$ cat src/rtl/panelGpioPkg.sv
package panelGpioPkg;

  typedef enum logic [2:0] {
    MODE_GPIO    = 3'd0,
    MODE_VSHIFT  = 3'd1,
    MODE_LSTROBE = 3'd2,
    MODE_POLAR   = 3'd3,
    MODE_DRVEN   = 3'd4
  } panelMode_e;

  localparam logic [1:0] PRI_VSHIFT  = 2'b11;
  localparam logic [1:0] PRI_LSTROBE = 2'b10;
  localparam logic [1:0] SEC_POLAR   = 2'b01;
  localparam logic [1:0] SEC_DRVEN   = 2'b10;

  localparam int RAW_W = 4;
  localparam int PIN_N = 2;
  localparam int FIELD_W = 2;

  typedef struct packed {
    logic       ldData1;
    logic       ldData0;
    logic       ldDir;
    logic       ldModeA;
    logic       ldModeB;
    logic       panelOn;
    logic [1:0] sigSel;
  } ctrlStrobe_t;

  function automatic panelMode_e resolveMode(input logic [1:0] priField,
                                             input logic [1:0] secField);
    panelMode_e m;
    if (priField == PRI_VSHIFT)       m = MODE_VSHIFT;
    else if (priField == PRI_LSTROBE) m = MODE_LSTROBE;
    else if (secField == SEC_POLAR)   m = MODE_POLAR;
    else if (secField == SEC_DRVEN)   m = MODE_DRVEN;
    else                              m = MODE_GPIO;
    return m;
  endfunction

endpackage

$ cat src/rtl/panelGpioCtrl.sv
module panelGpioCtrl
  import panelGpioPkg::*;
#(
  parameter int ADDR_W    = 2,
  parameter int ADDR_DATA = 0,
  parameter int ADDR_DIR  = 1,
  parameter int ADDR_PRI  = 2,
  parameter int ADDR_SEC  = 3
) (
  input  logic                clk,
  input  logic                rst,
  input  logic                wrEn,
  input  logic [ADDR_W-1:0]   addr,
  input  logic [FIELD_W-1:0]  modeA,
  input  logic [FIELD_W-1:0]  modeB,
  output ctrlStrobe_t         strobe,
  output panelMode_e          mode
);

  localparam logic [ADDR_W-1:0] A_DATA = ADDR_W'(ADDR_DATA);
  localparam logic [ADDR_W-1:0] A_DIR  = ADDR_W'(ADDR_DIR);
  localparam logic [ADDR_W-1:0] A_PRI  = ADDR_W'(ADDR_PRI);
  localparam logic [ADDR_W-1:0] A_SEC  = ADDR_W'(ADDR_SEC);

  logic hitData, hitDir, hitPri, hitSec;
  logic panelOn;

  always_comb begin
    hitData = wrEn && (addr == A_DATA);
    hitDir  = wrEn && (addr == A_DIR);
    hitPri  = wrEn && (addr == A_PRI);
    hitSec  = wrEn && (addr == A_SEC);
  end

  always_comb begin
    mode    = resolveMode(modeA, modeB);
    panelOn = (mode != MODE_GPIO);
  end

  always_comb begin
    strobe         = '0;
    strobe.ldData1 = hitData;
    strobe.ldData0 = hitData && !panelOn;
    strobe.ldDir   = hitDir;
    strobe.ldModeA = hitPri;
    strobe.ldModeB = hitSec;
    strobe.panelOn = panelOn;
    unique case (mode)
      MODE_VSHIFT:  strobe.sigSel = 2'd0;
      MODE_LSTROBE: strobe.sigSel = 2'd1;
      MODE_POLAR:   strobe.sigSel = 2'd2;
      MODE_DRVEN:   strobe.sigSel = 2'd3;
      default:      strobe.sigSel = 2'd0;
    endcase
  end

  // a primary selection always wins and routes one of the two primary signals
  a_r6_primary_wins: assert property (@(posedge clk) disable iff (rst)
    (modeA[1]) |-> (strobe.panelOn && (strobe.sigSel[1] == 1'b0)));

  // the two idle secondary codes with an idle primary field leave plain mode
  a_r9_plain_codes: assert property (@(posedge clk) disable iff (rst)
    (!modeA[1] && (modeB[1] == modeB[0])) |-> !strobe.panelOn);

  // no pin 0 load strobe can be raised while a panel mode is active
  a_r8_no_bit0_load: assert property (@(posedge clk) disable iff (rst)
    strobe.panelOn |-> !strobe.ldData0);

endmodule

$ cat src/rtl/panelGpioData.sv
module panelGpioData
  import panelGpioPkg::*;
#(
  parameter int DATA_W    = 8,
  parameter int ADDR_W    = 2,
  parameter int ADDR_DATA = 0,
  parameter int ADDR_DIR  = 1,
  parameter int ADDR_PRI  = 2,
  parameter int ADDR_SEC  = 3
) (
  input  logic                clk,
  input  logic                rst,
  input  ctrlStrobe_t         strobe,
  input  logic [ADDR_W-1:0]   addr,
  input  logic [DATA_W-1:0]   wrData,
  input  logic [PIN_N-1:0]    pinIn,
  input  logic [RAW_W-1:0]    rawSig,
  output logic [DATA_W-1:0]   rdData,
  output logic [PIN_N-1:0]    pinOut,
  output logic [PIN_N-1:0]    pinOe,
  output logic [FIELD_W-1:0]  modeA,
  output logic [FIELD_W-1:0]  modeB,
  output logic                gate1
);

  localparam logic [ADDR_W-1:0] A_DATA = ADDR_W'(ADDR_DATA);
  localparam logic [ADDR_W-1:0] A_DIR  = ADDR_W'(ADDR_DIR);
  localparam logic [ADDR_W-1:0] A_PRI  = ADDR_W'(ADDR_PRI);
  localparam logic [ADDR_W-1:0] A_SEC  = ADDR_W'(ADDR_SEC);

  logic [PIN_N-1:0]   dataReg;
  logic [PIN_N-1:0]   dirReg;
  logic [FIELD_W-1:0] priReg;
  logic [FIELD_W-1:0] secReg;
  logic               rawPick;
  logic [PIN_N-1:0]   dataView;

  always_ff @(posedge clk) begin
    if (rst) begin
      dataReg <= '0;
      dirReg  <= '0;
      priReg  <= '0;
      secReg  <= '0;
    end else begin
      if (strobe.ldData1) dataReg[1] <= wrData[1];
      if (strobe.ldData0) dataReg[0] <= wrData[0];
      if (strobe.ldDir)   dirReg     <= wrData[PIN_N-1:0];
      if (strobe.ldModeA) priReg     <= wrData[FIELD_W-1:0];
      if (strobe.ldModeB) secReg     <= wrData[FIELD_W-1:0];
    end
  end

  assign modeA = priReg;
  assign modeB = secReg;
  assign gate1 = dataReg[1];
  assign rawPick = rawSig[strobe.sigSel];

  // Pin 0 is never lent to the panel; pin 1 is muxed by panel mode
  always_comb begin
    pinOut[0] = dataReg[0];
    pinOe[0]  = dirReg[0];
    if (strobe.panelOn) begin
      pinOut[1] = dataReg[1] & rawPick;
      pinOe[1]  = 1'b1;
    end else begin
      pinOut[1] = dataReg[1];
      pinOe[1]  = dirReg[1];
    end
  end

  for (genvar i = 0; i < PIN_N; i++) begin : g_view
    if (i == 1) begin : g_shared
      assign dataView[i] = (strobe.panelOn || dirReg[i]) ? dataReg[i] : pinIn[i];
    end else begin : g_plain
      assign dataView[i] = dirReg[i] ? dataReg[i] : pinIn[i];
    end
  end

  always_comb begin
    rdData = '0;
    unique case (addr)
      A_DATA:  rdData[PIN_N-1:0]   = dataView;
      A_DIR:   rdData[PIN_N-1:0]   = dirReg;
      A_PRI:   rdData[FIELD_W-1:0] = priReg;
      A_SEC:   rdData[FIELD_W-1:0] = secReg;
      default: rdData = '0;
    endcase
  end

  // a data load on one edge shows the written gate bit after it
  a_r1_gate_load: assert property (@(posedge clk) disable iff (rst)
    strobe.ldData1 |=> (dataReg[1] == $past(wrData[1])));

  // without a pin 0 load the stored pin 0 bit holds
  a_r8_bit0_hold: assert property (@(posedge clk) disable iff (rst)
    !strobe.ldData0 |=> $stable(dataReg[0]));

endmodule

$ cat src/rtl/panelGpioReg.sv
module panelGpioReg
  import panelGpioPkg::*;
#(
  parameter int DATA_W = 8,
  parameter int ADDR_W = 2
) (
  input  logic              clk,
  input  logic              rst,
  input  logic              wrEn,
  input  logic [ADDR_W-1:0] addr,
  input  logic [DATA_W-1:0] wrData,
  output logic [DATA_W-1:0] rdData,
  input  logic [1:0]        pinIn,
  input  logic [3:0]        rawSig,
  output logic [1:0]        pinOut,
  output logic [1:0]        pinOe
);

  localparam int ADDR_DATA = 0;
  localparam int ADDR_DIR  = 1;
  localparam int ADDR_PRI  = 2;
  localparam int ADDR_SEC  = 3;

  ctrlStrobe_t        strobe;
  panelMode_e         mode;
  logic [FIELD_W-1:0] modeA;
  logic [FIELD_W-1:0] modeB;
  logic               gate1;

  panelGpioCtrl #(
    .ADDR_W(ADDR_W), .ADDR_DATA(ADDR_DATA), .ADDR_DIR(ADDR_DIR),
    .ADDR_PRI(ADDR_PRI), .ADDR_SEC(ADDR_SEC)
  ) uCtrl (
    .clk(clk), .rst(rst), .wrEn(wrEn), .addr(addr),
    .modeA(modeA), .modeB(modeB), .strobe(strobe), .mode(mode)
  );

  panelGpioData #(
    .DATA_W(DATA_W), .ADDR_W(ADDR_W), .ADDR_DATA(ADDR_DATA), .ADDR_DIR(ADDR_DIR),
    .ADDR_PRI(ADDR_PRI), .ADDR_SEC(ADDR_SEC)
  ) uData (
    .clk(clk), .rst(rst), .strobe(strobe), .addr(addr), .wrData(wrData),
    .pinIn(pinIn), .rawSig(rawSig), .rdData(rdData), .pinOut(pinOut),
    .pinOe(pinOe), .modeA(modeA), .modeB(modeB), .gate1(gate1)
  );

  // any panel mode drives pin 1
  a_r7_oe_forced: assert property (@(posedge clk) disable iff (rst)
    (mode != MODE_GPIO) |-> pinOe[1]);

  // a cleared gate holds pin 1 low in a panel mode
  a_r3_force_low: assert property (@(posedge clk) disable iff (rst)
    ((mode != MODE_GPIO) && !gate1) |-> !pinOut[1]);

  // a data write during a panel mode leaves pin 0 alone
  a_r8_pin0_stable: assert property (@(posedge clk) disable iff (rst)
    (wrEn && (addr == ADDR_W'(ADDR_DATA)) && (mode != MODE_GPIO)) |=> $stable(pinOut[0]));

  // after a reset edge nothing is driven
  a_r11_reset_idle: assert property (@(posedge clk)
    rst |=> ((pinOe == 2'b00) && (pinOut == 2'b00)));

endmodule

$ cat config.mk
export PLATFORM = sky130hd
export DESIGN_NAME = panelGpioReg
export DESIGN_NICKNAME = d
export VERILOG_FILES = /design/src/rtl/panelGpioPkg.sv /design/src/rtl/panelGpioCtrl.sv /design/src/rtl/panelGpioData.sv /design/src/rtl/panelGpioReg.sv
export SDC_FILE = /design/constraint.sdc
export NUM_CORES = 1
export LEC_CHECK = 0
export ABC_AREA = 0
export BUFFER_PORTS_ARGS = -buffer_cell sky130_fd_sc_hd__buf_2
export CAP_MARGIN = 10
export CORE_MARGIN = 5
export CORE_UTILIZATION = 30
export CTS_CLUSTER_SIZE = 20
export DETAILED_ROUTE_END_ITERATION = 8
export PLACE_DENSITY = 0.62
export RECOVER_POWER = 50
export SLEW_MARGIN = 20
export SYNTH_ARGS = -nofsm -noshare
export SYNTH_HDL_FRONTEND = slang
export SYNTH_SLANG_ARGS = --single-unit
$ cat constraint.sdc
create_clock -name clk -period 1.55 [get_ports clk]
set_clock_uncertainty 0.2 [all_clocks]
set_input_delay 0.2325 -clock clk [delete_from_list [all_inputs] [get_ports clk]]
set_output_delay 0.2325 -clock clk [all_outputs]
set_load 0.005 [all_outputs]
==> results.txt <==
status: complete, but fails checks
failing checks: negative setup slack
sw frac: 25.6%
critical path type: reg2out
sequential power share: 44.5%
FP Rows: 15
max frequency: 0.516 GHz
most frequent cells in the layout: buf_2 (17), mux2i_1 (9), nor2_1 (8), buf_4 (8)
WL/cell: 11.8 um
Clock power frac: 32.9%
vias in the first global route: 466
CP Capture Type: primary output
Initial Util: 31.0%
PwrDens: 690 mW/mm^2
worst setup margin: -0.389 ns
routability congestion estimate: 0.717
Final Max Tran Viols: 0
Worst EP required: 1.12 ns
clock insertion delay at the later pin of the skew report: 0.25 ns
# clock sinks: 8
Worst path slowest cell: or4b_1
Synth cell types: 24
clk root buf: clkbuf_4
initial DRC count: 10
Mapped Cells: 58
CP Launch Point: uData.modeB[0]
Reg2Reg Depth: 4
Hold Crit Class: in2reg
antenna-violating nets left: 0
final instance area: 708 um^2
max incr delay on CP: 0.48 ns
# setup viols final: 4
worst r2r src: uData.modeB[0]
average via count per standard cell: 4.72
die area: 0.00268 mm^2
WL final: 1.20 mm
post-synthesis sequential area ratio: 30.5%
Antenna diodes: 0
Internal: 364 uW
Total GRT Usage: 9.74%
Ports: 31
peak supply drop: 0.000464 V
NumNets Final: 106
CTS tree: yes
gr ovfl total: 0
Buf/Inv on CP: 1
CP Depth: 4
CP cell instances: xor2_1 -> or4b_1 -> a31oi_1 -> buf_2
Crit path max-delay family: simple AND/OR/NAND/NOR gates
first-pass GRT wire length: 1.93 mm
Psw: 125 uW
H-tree Lvls: 1
placed cell area: 652 um^2
leading cell type in the layout, fill and taps excluded: buf_2
Die Ht: 51.8 um
total of max-cap violations: 0
Post-Syn Area: 524 um^2
core area: 0.00169 mm^2
Comb pwr share: 22.5%
R2R setup slack: 0.22 ns
syn avg cell area: 9.04 um^2
fin crit share: 125%
unrepaired setup endpoints after global routing: yes
Tot Pwr: 488 uW
PortBufs: 18
P&R area growth vs syn: 35.1%
initial antenna violation count: 0
Detailed Place HPWL: 973 um
min Tclk post-route: 1.94 ns
CTS max path bufs: 2
Fin. Hold Viols: 0
Critical Path AT: 1.51 ns
flop and latch count out of synthesis: 8
critical hold path startpoint: rst
Ys Warns: 0
Clock transition at path regs: 0.06 ns
Die Wd: 51.8 um
worst-path maximum fanout: 2
Worst setup SP type: register
Pre-Repair DR Iteration Count: 4
CTS Buf Count: 3
reg-to-reg endpoint: uData.dataReg[0]
share of layout cells above drive strength 1: 42.4%
via count: 481
Remaining DRCs: 0
leak pwr: 0.384 nW
crit path capture: rdData[1]
largest net degree at the start of global routing: 10
==> synth_stat cells, drive strengths merged <==
| cell type | count | share of area (%) |
|---|---|---|
| xor2 | 1 | 1.7 |
| nand3 | 2 | 1.9 |
| nor2 | 8 | 5.7 |
| or3 | 1 | 1.4 |
| nand3b | 2 | 2.9 |
| mux2i | 9 | 17 |
| a21oi | 2 | 1.9 |
| nor3 | 1 | 0.95 |
| o211a | 1 | 1.9 |
| a21o | 1 | 1.4 |
| mux2 | 1 | 2.1 |
| a31oi | 1 | 1.2 |
| mux4 | 1 | 5.0 |
| or3b | 1 | 1.7 |
| buf | 9 | 12 |
| o31ai | 1 | 1.4 |
| nor3b | 2 | 2.9 |
| conb | 1 | 0.72 |
| dfxtp | 8 | 31 |
| or4b | 1 | 1.9 |
| nand2b | 2 | 2.4 |
| nand2 | 2 | 1.4 |
==> worst register-to-register path, cell delays in order, from the launching register on <==
cell     delay [ns]
dfxtp_2        0.32
xor2_1         0.17
buf_4          0.14
nor3_1         0.24
mux2i_1        0.20
==> through the flow <==
stage / TNS, ns / hold slack, ns / instances / setup WS [ns] / utilization, %
2_1_floorplan: 0 / 0.176 / 63 / 0.00145 / -
3_3_place_gp: -0.213 / 0.282 / 97 / -0.107 / 38.6
3_5_place_dp: -0.271 / 0.276 / 97 / -0.136 / 38.6
4_1_cts: -1.28 / 0.0415 / 101 / -0.412 / 41.2
5_1_grt: -1.44 / 0.0596 / 102 / -0.462 / 41.9
6_report: -1.20 / 0.0483 / 102 / -0.389 / 41.9
==> sequential cells by signal, summed over array words and instances, names as in the netlist <==
name and cells:
uData.dataReg 2, uData.modeB 2, uData.dirReg 2, uData.modeA 2
==> kinds of logic (layout without fill, tap and decap cells) <==
| logic type | count (synthesis) | after routing | synth area share (%) |
|---|---|---|---|
| AND/OR/NAND/NOR | 22 | 22 | 23.1 |
| multiplexers | 11 | 11 | 24.3 |
| buffers and inverters | 9 | 31 | 11.7 |
| flip-flops | 8 | 8 | 30.5 |
| AO/OA/AOI/OAI | 6 | 6 | 7.88 |
| other | 1 | 6 | 0.715 |
| XOR/XNOR | 1 | 1 | 1.67 |
==> how the worst min path moves through the flow <==
stage | cells past startpoint | slack, ns | endpoint
after floorplan | 2 | 0.18 | uData.dirReg[0]
after global placement | 2 | 0.28 | uData.dataReg[1]
after detailed placement | 2 | 0.28 | uData.dataReg[1]
after CTS | 2 | 0.04 | uData.dirReg[0]
after global routing | 2 | 0.06 | uData.dataReg[1]
final | 2 | 0.05 | uData.dataReg[1]
==> power by group through the flow <==
stage	sequential (mW)	combinational, mW	clock, mW
6_report	0.218	0.110	0.161
5_1_grt	0.219	0.120	0.179
4_1_cts	0.218	0.105	0.167
3_5_place_dp	0.222	0.101	0
3_3_place_gp	0.222	0.0991	0
2_1_floorplan	0.224	0.0621	0
==> cell type report <==
class | instances | area, um^2
multi-input combinational | 46 | 330
fill | 180 | 981
sequential | 8 | 163
clock buffer | 3 | 22.5
tap | 17 | 21.3
timing repair buffer | 28 | 171
==> metal layers <==
layer  part of all wire [%]  track usage (%)
met1                     46             11.5
met2                     49             16.1
met3                    5.1             3.15
met4                      0             3.93
met5                      0                0
==> timing repair <==
item / 4_1_cts / 5_1_grt
hold buffers: 0 / 0
pin swaps: 1 / 2
endpoints found under the setup margin: 4 / 4
setup buffers: 1 / 2
resized for setup: 4 / 3
No activity file was read; power rests on OpenSTA's default activity.
